<file path="src/rtl/txring_pkg.sv">
package txring_pkg;
  localparam int OWN_B  = 31;
  localparam int FS_B   = 29;
  localparam int LS_B   = 28;
  localparam int WRAP_B = 15;
  localparam int SZ_W   = 14;
  localparam int BUF_OFS = 12;

  typedef enum logic [3:0] {
    S_IDLE, S_RD0, S_W0, S_RD3, S_W3, S_RDB, S_WB_B, S_SEND, S_WB, S_NEXT
  } st_t;
endpackage

</file>
<file path="src/rtl/txring_ring_ptr.sv">
module txring_ring_ptr #(
  parameter int AW = 32
) (
  input  logic          clk,
  input  logic          rst,
  input  logic [AW-1:0] base,
  input  logic          reload,
  input  logic          advance,
  input  logic          wrap,
  output logic [AW-1:0] ptr
);
  localparam int SW = AW - 4;
  logic [SW-1:0] slot_q;

  always_ff @(posedge clk) begin
    if (rst || reload) slot_q <= base[AW-1:4];
    else if (advance)  slot_q <= wrap ? base[AW-1:4] : slot_q + 1'b1;
  end

  assign ptr = {slot_q, 4'b0000};
endmodule

</file>
<file path="src/rtl/txring_byte_emit.sv">
module txring_byte_emit (
  input  logic        clk,
  input  logic        rst,
  input  logic        flush,
  input  logic        load,
  input  logic [31:0] word,
  input  logic [1:0]  lane,
  input  logic [2:0]  nbytes,
  input  logic        sof_in,
  input  logic        eof_in,
  input  logic        ready,
  output logic        valid,
  output logic [7:0]  data,
  output logic        sof,
  output logic        eof
);
  logic [31:0] sh_q;
  logic [2:0]  left_q;
  logic        sof_q, eof_q, vld_q;

  always_ff @(posedge clk) begin
    if (rst || flush) begin
      sh_q <= '0; left_q <= '0; sof_q <= 1'b0; eof_q <= 1'b0; vld_q <= 1'b0;
    end else if (load) begin
      sh_q   <= word >> {lane, 3'b000};
      left_q <= nbytes;
      vld_q  <= (nbytes != 3'd0);
      sof_q  <= sof_in;
      eof_q  <= eof_in;
    end else if (vld_q && ready) begin
      sh_q   <= sh_q >> 8;
      left_q <= left_q - 1'b1;
      sof_q  <= 1'b0;
      if (left_q == 3'd1) vld_q <= 1'b0;
    end
  end

  assign valid = vld_q;
  assign data  = sh_q[7:0];
  assign sof   = sof_q;
  assign eof   = eof_q && (left_q == 3'd1);
endmodule

</file>
<file path="src/rtl/txring_engine.sv">
module txring_engine
  import txring_pkg::*;
#(
  parameter int AW = 32
) (
  input  logic          clk,
  input  logic          rst,
  input  logic [AW-1:0] ring_base,
  input  logic          dma_en,
  input  logic          poll_kick,
  input  logic          soft_reset,
  output logic          mem_req,
  output logic          mem_we,
  output logic [AW-1:0] mem_addr,
  output logic [31:0]   mem_wdata,
  input  logic [31:0]   mem_rdata,
  input  logic          mem_rvalid,
  output logic [7:0]    tx_data,
  output logic          tx_valid,
  output logic          tx_sof,
  output logic          tx_eof,
  input  logic          tx_ready
);
  st_t             state;
  logic [31:0]     w0_q;
  logic [AW-1:0]   buf_q;
  logic [SZ_W-1:0] cnt_q;
  logic            kick_q;
  logic [AW-1:0]   ptr;
  logic            halt;
  logic [SZ_W-1:0] size, remain;
  logic [AW-1:0]   byte_addr;
  logic [1:0]      lane;
  logic [2:0]      room, nb;
  logic            em_busy, em_load;

  assign halt      = !dma_en || soft_reset;
  assign size      = w0_q[SZ_W-1:0];
  assign byte_addr = buf_q + AW'(cnt_q);
  assign lane      = byte_addr[1:0];
  assign remain    = size - cnt_q;
  assign room      = 3'd4 - {1'b0, lane};
  assign nb        = (remain < SZ_W'(room)) ? remain[2:0] : room;
  assign em_load   = (state == S_WB_B) && mem_rvalid;

  always_ff @(posedge clk) begin
    if (rst || halt) begin
      state  <= S_IDLE;
      kick_q <= 1'b0;
      w0_q   <= '0;
      buf_q  <= '0;
      cnt_q  <= '0;
    end else begin
      if (poll_kick) kick_q <= 1'b1;
      case (state)
        S_IDLE: if (kick_q || poll_kick) begin
          state  <= S_RD0;
          kick_q <= 1'b0;
        end
        S_RD0: state <= S_W0;
        S_W0: if (mem_rvalid) begin
          w0_q <= mem_rdata;
          if (!mem_rdata[OWN_B])               state <= S_IDLE;
          else if (mem_rdata[SZ_W-1:0] == '0)  state <= S_WB;
          else                                 state <= S_RD3;
        end
        S_RD3: state <= S_W3;
        S_W3: if (mem_rvalid) begin
          buf_q <= mem_rdata[AW-1:0];
          cnt_q <= '0;
          state <= S_RDB;
        end
        S_RDB: state <= S_WB_B;
        S_WB_B: if (mem_rvalid) begin
          cnt_q <= cnt_q + SZ_W'(nb);
          state <= S_SEND;
        end
        S_SEND: if (!em_busy) state <= (cnt_q == size) ? S_WB : S_RDB;
        S_WB:   state <= S_NEXT;
        S_NEXT: state <= S_RD0;
        default: state <= S_IDLE;
      endcase
    end
  end

  always_comb begin
    mem_req   = (state == S_RD0) || (state == S_RD3) || (state == S_RDB) || (state == S_WB);
    mem_we    = (state == S_WB);
    mem_wdata = w0_q & ~(32'h1 << OWN_B);
    case (state)
      S_RD3:   mem_addr = ptr + AW'(BUF_OFS);
      S_RDB:   mem_addr = {byte_addr[AW-1:2], 2'b00};
      default: mem_addr = ptr;
    endcase
  end

  txring_ring_ptr #(.AW(AW)) u_ptr (
    .clk     (clk),
    .rst     (rst),
    .base    (ring_base),
    .reload  (soft_reset),
    .advance (state == S_NEXT),
    .wrap    (w0_q[WRAP_B]),
    .ptr     (ptr)
  );

  txring_byte_emit u_emit (
    .clk    (clk),
    .rst    (rst),
    .flush  (halt),
    .load   (em_load),
    .word   (mem_rdata),
    .lane   (lane),
    .nbytes (nb),
    .sof_in (w0_q[FS_B] && (cnt_q == '0)),
    .eof_in (w0_q[LS_B] && ((cnt_q + SZ_W'(nb)) == size)),
    .ready  (tx_ready),
    .valid  (em_busy),
    .data   (tx_data),
    .sof    (tx_sof),
    .eof    (tx_eof)
  );

  assign tx_valid = em_busy;
endmodule

</file>
<file path="config.mk">
export PLATFORM = sky130hd
export DESIGN_NAME = txring_engine
export DESIGN_NICKNAME = d
export VERILOG_FILES = /design/src/rtl/txring_pkg.sv /design/src/rtl/txring_ring_ptr.sv /design/src/rtl/txring_byte_emit.sv /design/src/rtl/txring_engine.sv
export SDC_FILE = /design/constraint.sdc
export NUM_CORES = 1
export LEC_CHECK = 0
export BUFFER_PORTS_ARGS = -buffer_cell sky130_fd_sc_hd__buf_4
export CAP_MARGIN = 30
export CORE_ASPECT_RATIO = 2
export CORE_MARGIN = 2
export CORE_UTILIZATION = 35
export DETAILED_ROUTE_END_ITERATION = 7
export GPL_ROUTABILITY_DRIVEN = 0
export GPL_TIMING_DRIVEN = 0
export PLACE_DENSITY = 0.6
export SLEW_MARGIN = 15
export SYNTH_ARGS = -nofsm -noshare
export SYNTH_HDL_FRONTEND = slang
export SYNTH_HIERARCHICAL = 1
export SYNTH_SLANG_ARGS = --single-unit
export TNS_END_PERCENT = 5
</file>
<file path="constraint.sdc">
create_clock -name clk -period 4.2 [get_ports clk]
set_input_delay 0.63 -clock clk [delete_from_list [all_inputs] [get_ports clk]]
set_output_delay 0.63 -clock clk [all_outputs]
set_load 0.05 [all_outputs]
</file>
== Word level (Yosys, flattened, before mapping) ==
Cells that the tools add are included.

* Register bits after elaboration: 148
* ROM bits: 0
* Bits in latches: 0
* Bits in writable memories: 0
* Memories kept: 0
* Output and inout bits: 77

* Eq/ne operators: 17
* Multiply operators: 0
* Shift-type cells: 1
* Mux-type cells: 29
* Add/subtract/negate cells: 7
* Reduce and logical (&&, ||, !) cells: 26
* Bitwise gates (word level): 0
* Order comparisons: 1
* Divide/modulo/power cells: 0

{| class="wikitable"
|+ Operators with widths
! cell !! number
|-
| 2-to-1 mux 28 bit || 3
|-
| 2-to-1 mux 32 bit || 2
|-
| case mux 32 bit (2 select lines) || 1
|-
| case mux 4 bit (10 select lines) || 1
|-
| adder 32 x 14 -> 32 bit || 1
|-
| adder 32 x 4 -> 32 bit (second input constant) || 1
|-
| 2-to-1 mux 4 bit || 8
|-
| right shift 32 x 5 -> 32 bit || 1
|-
| adder 28 x 1 -> 28 bit (second input constant) || 1
|-
| == test 14 bit || 2
|-
| zero test 14 bit || 2
|-
| 2-to-1 mux 14 bit || 2
|-
| case mux 14 bit (2 select lines) || 1
|-
| == test 4 x 3 -> 1 bit (second input constant) || 4
|-
| adder 14 x 3 -> 14 bit || 1
|-
| < comparator 14 x 3 -> 1 bit || 1
|-
| subtractor 14 bit || 1
|-
| inequality test 2 bit (second input constant) || 5
|-
| 2-to-1 mux 3 bit || 3
|-
| == test 4 x 2 -> 1 bit (second input constant) || 2
|-
| == test 4 bit (second input constant) || 2
|-
| 2-to-1 mux 1 bit || 8
|-
| nonzero test 2 bit || 4
|-
| logical OR 1 bit || 7
|-
| other kinds (11) || 17
|}

== Logic depth before layout (Yosys ltp) ==
* Depth in word-level cells: 7
* Gate-level depth with buffers: 23

== Modules after synthesis ==
Netlist, hierarchy kept.

{| class="wikitable"
|+ By module, submodules not included
! module !! instances !! area each (µm²) !! cells an instance
|-
| txring_engine || 1 || 6,737.7 || 954
|-
| txring_byte_emit || 1 || 2,272.2 || 243
|-
| txring_ring_ptr || 1 || 1,781.7 || 190
|}

== Least setup slack after synthesis ==
OpenSTA, ideal clock, no wires.

* Path type: register to register
* From: register w0_q[0]
* To: register u_emit.eof_q
* Period minus slack after synthesis: 4.700 ns
* Required time: 4.135 ns
* Path slack: -0.500 ns
* Stages on the path, launching flop included: 22
* Library setup time: 0.065 ns
* Arrival: 4.635 ns
* Cell sequence: dfxtp_1 > inv_1 > ha_1 > fa_1 > inv_1 > ha_1 > a21boi_0 > o21ai_0 > o2111ai_1 > a2111oi_4 > nand4_2 > mux2i_1 > ha_1 > a21o_1 > a21oi_1 > or3_1 > mux2i_1 > mux2_1 > nand4_1 > nor4_1 > mux2i_1 > nor2_1

* Word-level cells in the longest chain between the ends: 6

{| class="wikitable"
|+ RTL lines
! what !! line !! text
|-
| from (decl) || txring_engine.sv:25 || <nowiki>logic [31:0] w0_q;</nowiki>
|-
| from (signal assigned) || txring_engine.sv:62 || <nowiki>w0_q <= mem_rdata;</nowiki>
|-
| subtractor 14 bit * || txring_engine.sv:41 || <nowiki>assign remain = size - cnt_q;</nowiki>
|-
| < comparator 14 x 3 -> 1 bit || txring_engine.sv:43 || <nowiki>assign nb = (remain < SZ_W'(room)) ? remain[2:0] : room;</nowiki>
|-
| 2-to-1 mux 3 bit * || txring_engine.sv:43 ||
|-
| via nb[1] || txring_engine.sv:34 || <nowiki>logic [2:0] room, nb;</nowiki>
|-
| adder 14 x 3 -> 14 bit * || txring_engine.sv:116 || <nowiki>.eof_in (w0_q[LS_B] && ((cnt_q + SZ_W'(nb)) == size)),</nowiki>
|-
| == test 14 bit * || txring_engine.sv:116 ||
|-
| logical AND 1 bit * || txring_engine.sv:116 ||
|-
| to (signal assigned) || txring_byte_emit.sv:29 || <nowiki>eof_q <= eof_in;</nowiki>
|-
| to (decl) || txring_byte_emit.sv:19 || <nowiki>logic sof_q, eof_q, vld_q;</nowiki>
|}

Mark *: on every way through the listed nets, which the timed path passes. The rest lies on a longest branch.
A chain may end at the register's enable or synchronous reset.

== Worst setup path after layout ==
* From: register cnt_q[0]
* To: register u_emit.eof_q

* Word-level cells in the longest chain between the ends: 7

{| class="wikitable"
|+ RTL lines
! what !! line !! text
|-
| from (decl) || txring_engine.sv:27 || <nowiki>logic [SZ_W-1:0] cnt_q;</nowiki>
|-
| from (signal assigned) || txring_engine.sv:75 || <nowiki>cnt_q <= cnt_q + SZ_W'(nb);</nowiki>
|-
| adder 32 x 14 -> 32 bit || txring_engine.sv:39 || <nowiki>assign byte_addr = buf_q + AW'(cnt_q);</nowiki>
|-
| via byte_addr[1] || txring_engine.sv:32 || <nowiki>logic [AW-1:0] byte_addr;</nowiki>
|-
| subtractor 3 x 2 -> 3 bit || txring_engine.sv:42 || <nowiki>assign room = 3'd4 - {1'b0, lane};</nowiki>
|-
| < comparator 14 x 3 -> 1 bit || txring_engine.sv:43 ||
|-
| 2-to-1 mux 3 bit || txring_engine.sv:43 ||
|-
| via nb[0] || txring_engine.sv:34 ||
|-
| adder 14 x 3 -> 14 bit || txring_engine.sv:116 ||
|-
| == test 14 bit || txring_engine.sv:116 ||
|-
| logical AND 1 bit || txring_engine.sv:116 ||
|}

The timed path passes the listed nets, and every way through them passes these cells.

==> results.txt <==
The flow ran to the end, but the final reports show violations. The final reports fail on setup timing. The utilization after layout came out at 43.2%. The setup check on the worst reg-to-reg path leaves a slack of -770 ps. The worst hold path was traced through 3 stages.

The global-route met1 utilization is approximately 29%. The post-detailed-routing wire length came out at about 37,000 um. The share of total power consumed by net switching is 30.0%.

The gate count after technology mapping came out at 1,387. The worst-case headroom to the max-slew limit is 37.4%. Of all nets on the critical path, the largest fanout is 4. The via count of the first global-routing pass was between 10,000 and 15,000. In the finished design, the share of the clock period the worst path needs comes to 118%. The worst clock skew is 10.8 ps. The die area came out at 0.0323 mm^2. From synthesis to final layout, the design area changed by 22.6%. The endpoint identified for the worst register-to-register timing path is u_emit/eof_q. The initial antenna violation count was 0.

The count of clock tree sinks is 148. The fill cell instance count of the final layout came out at 3,116. The worst setup slack after layout came out at -774 ps. Global routing consumed, on the met2 layer, 36.9% of the routing resources.

Summing the sequential cell areas from Yosys gives 30.1% of the chip area. The starting utilization of the core area is 35.2%. The total number of yosys warnings came out at 6. The number of cells on the worst reg-to-reg path is 23.

In this run the most used layer during global routing was met2. The worst setup path is launched from a register. The routed design could run at a clock period as short as 4970 ps. The total negative slack for setup checks came out at -2050 ps. In this run, synthesis produced a sequential element count of between 100 and 150. The hold path endpoint is w0_q[23]. Internal power comes to 2.41 mW. The count of boundary I/O pins is 148.

The detailed-route vias per instance is 5.69. Per report_power, the clock group accounts for between 40% and 50% of the total. The combined area of all synthesized cells came out at 0.0108 mm^2. The sequential share of power came out at 44.8%. The startpoint identified for the worst register-to-register timing path is cnt_q[0]. The floorplan core area is 0.0306 mm^2.

The root buffer cell chosen for the clock tree is clkbuf_16. The total clock buffers created by CTS came out at 17. The launch instance of the worst min-delay path is mem_rdata[23]. The arrival time at the worst endpoint is 5350 ps.

For this run, design rule violations remaining after detail routing come to 0. The number of nets with antenna violations after detailed routing came out at 0. The count of pins over their slew limit came out at 0.

The slew at the pin with the worst max-slew slack is a little over 900 ps. The post-synthesis area per instance came out at approximately 7.8 um^2. The unique cell type count in the Yosys netlist came out at 84.

The horizontal extent of the die came out at 128 um. The worst vdd rail ir drop is 0.282 mV. The number of detailed-route iterations in the first pass came out at 7. The detailed router's first-iteration violation count is 727. The met3 usage came out at a little over 4%. The endpoint required time on the critical path is 4580 ps. The total power divided by cell area is ~260 mW/mm^2. Summed over all cells, the static leakage comes to 5.03 nW.

The average wire per cell in the routed design is about 19 um. The worst setup path is captured at a register. The most used flip-flop cell after synthesis is dfxtp_1. The pin count of the biggest net entering global routing came out at 29.

The overflow left after global routing came out at 0. The post-route netlist has between 20 and 25% of its cells at a drive strength greater than 1. The number of synthesized flops with an enable pin came out at 28. After legalization and detailed placement, the total HPWL measured 28,400 um.

The clock passes through at most 2 buffers. Overall power consumption after layout is estimated at 3.44 mW. The die outline height is 252 um.

Max-cap violations in this run came to 0. The path category of the worst min-delay check is input pin to register. Setup repair after global routing could not meet its margin everywhere.

The power dissipated by switching net loads is between 1 and 1.5 mW. The site row count is 91. The count of buffers added on input and output ports is 140. The post-placement setup slack came out at -1400 ps. The relative contribution of combinational cells to total power came out at 12.5%.

The peak clock frequency supported by timing came out at 201 MHz. The number of hold violations in the final report came out at 0. The setup path with the least slack is of type register to register. The total track usage is between 20% and 30%.

The number of diodes added for antenna fixing came out at 0. The setup-violating endpoint count in the final report is 8. TritonCTS built the clock tree.

The count of vias placed by the detailed router came out at about 11,000. The clock reaches the later pin of the worst-skew pair after 450 ps. The wire length of the first global-routing pass is 57,100 um. The depth of the CTS H-tree is 4. The clock-pin slew of the registers on the worst-case setup and hold paths came out at 70 ps.

The net total in the final layout is 1,671. After synthesis, the share of flip-flops with an asynchronous set or reset is 0%.
[cell usage in the layout, fill, tap and decap left out, types with 8 or more instances in the layout]
cell / synthesis / routed
a22oi_1: 13 / 13
xor2_1: 29 / 28
buf_2: 10 / 10
o21a_1: 8 / 8
nor2_1: 74 / 73
edfxtp_1: 28 / 28
mux2_2: 12 / 12
nand3_1: 56 / 56
nor4_1: 20 / 18
a31oi_1: 21 / 21
o211a_1: 9 / 9
buf_6: 8 / 8
and4_1: 11 / 11
a211oi_1: 18 / 17
nand4_1: 40 / 40
ha_1: 37 / 32
nand3b_1: 11 / 11
o21ai_1: 6 / 9
or4_1: 10 / 10
and3_1: 21 / 21
o21ai_0: 82 / 79
inv_1: 45 / 43
o21bai_1: 9 / 9
clkbuf_1: 59 / 55
xnor2_1: 32 / 31
o211ai_1: 11 / 11
buf_4: 16 / 168
clkbuf_16: 0 / 17
a21oi_1: 126 / 120
a21o_1: 16 / 14
mux2i_1: 22 / 20
nor3_1: 37 / 34
dfxtp_1: 120 / 115
nand2_1: 233 / 231
mux2_1: 9 / 9
o221ai_1: 8 / 8
[metal layers]
layer,vias up,wire (um)
met5,-,0
met4,0,1220
met3,57,2180
met2,376,17700
met1,5246,15800
li1,5386,-
[registers in the layout, summed over array words and instances, names as in the netlist, 3 cells and up]
signal and flops:
u_emit/sh_q 32, w0_q 31, buf_q 32, u_ptr/slot_q 28
u_emit/left_q 3, state 4, cnt_q 14
[what timing repair did]
action | 4_1_cts | 5_1_grt
setup buffers | 8 | 3
endpoints found under the hold margin | 0 | 0
gates resized for setup | 34 | 24
setup endpoints to repair | 14 | 19
pin swaps | 16 | 13
hold buffers | 0 | 0
[metrics by stage]
step,cell area [um^2],instances,hold WS [ps]
finish,13200,1944,461
global route,13200,1944,459
CTS,13100,1942,442
detailed placement,12400,1903,452
global placement,12300,1902,442
floorplan,10800,1390,441
[synth_stat cells (7+ instances only)]
cell type  instances  area share [%]
o21bai_1           9            0.63
xnor2_1           32             2.6
nor2_1            74             2.6
dfxtp_1          120              22
buf_2             10            0.46
mux2_4             7            0.97
nand2b_1           7            0.41
o21ai_0           82             3.8
edfxtp_1          28             7.8
nand4_1           40             2.3
and4_1            11            0.89
o221ai_1           8            0.65
nor4_1            20             1.2
o211ai_1          11            0.77
nand3b_1          11            0.77
a22oi_1           13            0.90
nand3_1           56             2.6
a31oi_1           21             1.2
buf_4             16             1.1
a21o_1            16             1.1
clkbuf_1          59             2.1
or4_1             10            0.70
nor3_1            37             1.7
xor2_1            29             2.4
nor2b_1            8            0.46
mux2_1             9            0.94
inv_1             45             1.6
a211oi_1          18             1.3
and3_1            21             1.2
mux2i_1           22             2.0
o21a_1             8            0.56
a21oi_1          126             5.8
buf_6              8            0.83
nand2_1          233             8.1
mux2_2            12             1.3
o211a_1            9            0.83
ha_1              37             4.3
[cells by family after synthesis]
family          after synthesis  synth area share, %
buf+inv                     142                 6.53
mux                          50                 5.21
fa+ha+maj                    40                 4.85
compound gates              373                 22.1
flops                       148                 30.1
xor+xnor                     61                 4.95
other cells                   2               0.0696
simple gates                571                 26.3
[worst max path at each step]
stage / slack [ps] / cells past startpoint / endpoint / from
after global routing: -980 / 23 / u_emit/eof_q / cnt_q[0]
after CTS: -960 / 22 / u_emit/eof_q / cnt_q[0]
after detailed placement: -1400 / 23 / u_emit/eof_q / cnt_q[0]
after floorplan: -260 / 22 / u_emit/eof_q / cnt_q[0]
final: -770 / 23 / u_emit/eof_q / cnt_q[0]
after global placement: -1420 / 23 / u_emit/eof_q / cnt_q[0]
[worst max-delay path, stage by stage (launching register included)]
cell and delay [ps]:
dfxtp_4 360, ha_4 160, fa_2 570, inv_2 50
ha_4 270, inv_4 40, ha_4 190, a21boi_2 140
o21ai_1 160, o2111ai_2 160, a2111oi_4 290, nand4_4 220
mux2i_4 270, ha_4 180, fa_2 410, a21o_4 260
buf_4 140, nand2_4 90, xnor2_1 80, nor4_1 190
nand4_1 200, nor4_4 280, mux2i_1 120, nor2_1 100
[power groups by stage]
stage          registers [mW]  clock network [mW]  logic, mW
4_1_cts                  1.54                1.49      0.427
5_1_grt                  1.55                1.54      0.455
3_5_place_dp             1.57                   0      0.425
3_3_place_gp             1.57                   0      0.422
2_1_floorplan            1.55                   0      0.252
6_report                 1.54                1.47      0.431
[final cells by class]
class                           instances  area, um^2  share of cell area (%)
Timing Repair Buffer                  152        1140                    8.63
Inverter                               46         175                    1.32
Clock inverter                         14         119                   0.899
Buffer                                 95         532                    4.02
Sequential cell                       148        3250                    24.6
Multi-Input combinational cell       1100        7120                    53.8
Clock buffer                           17         425                    3.22
Tap cell                              372         465                    3.52
(Power assumes the default switching activity.)
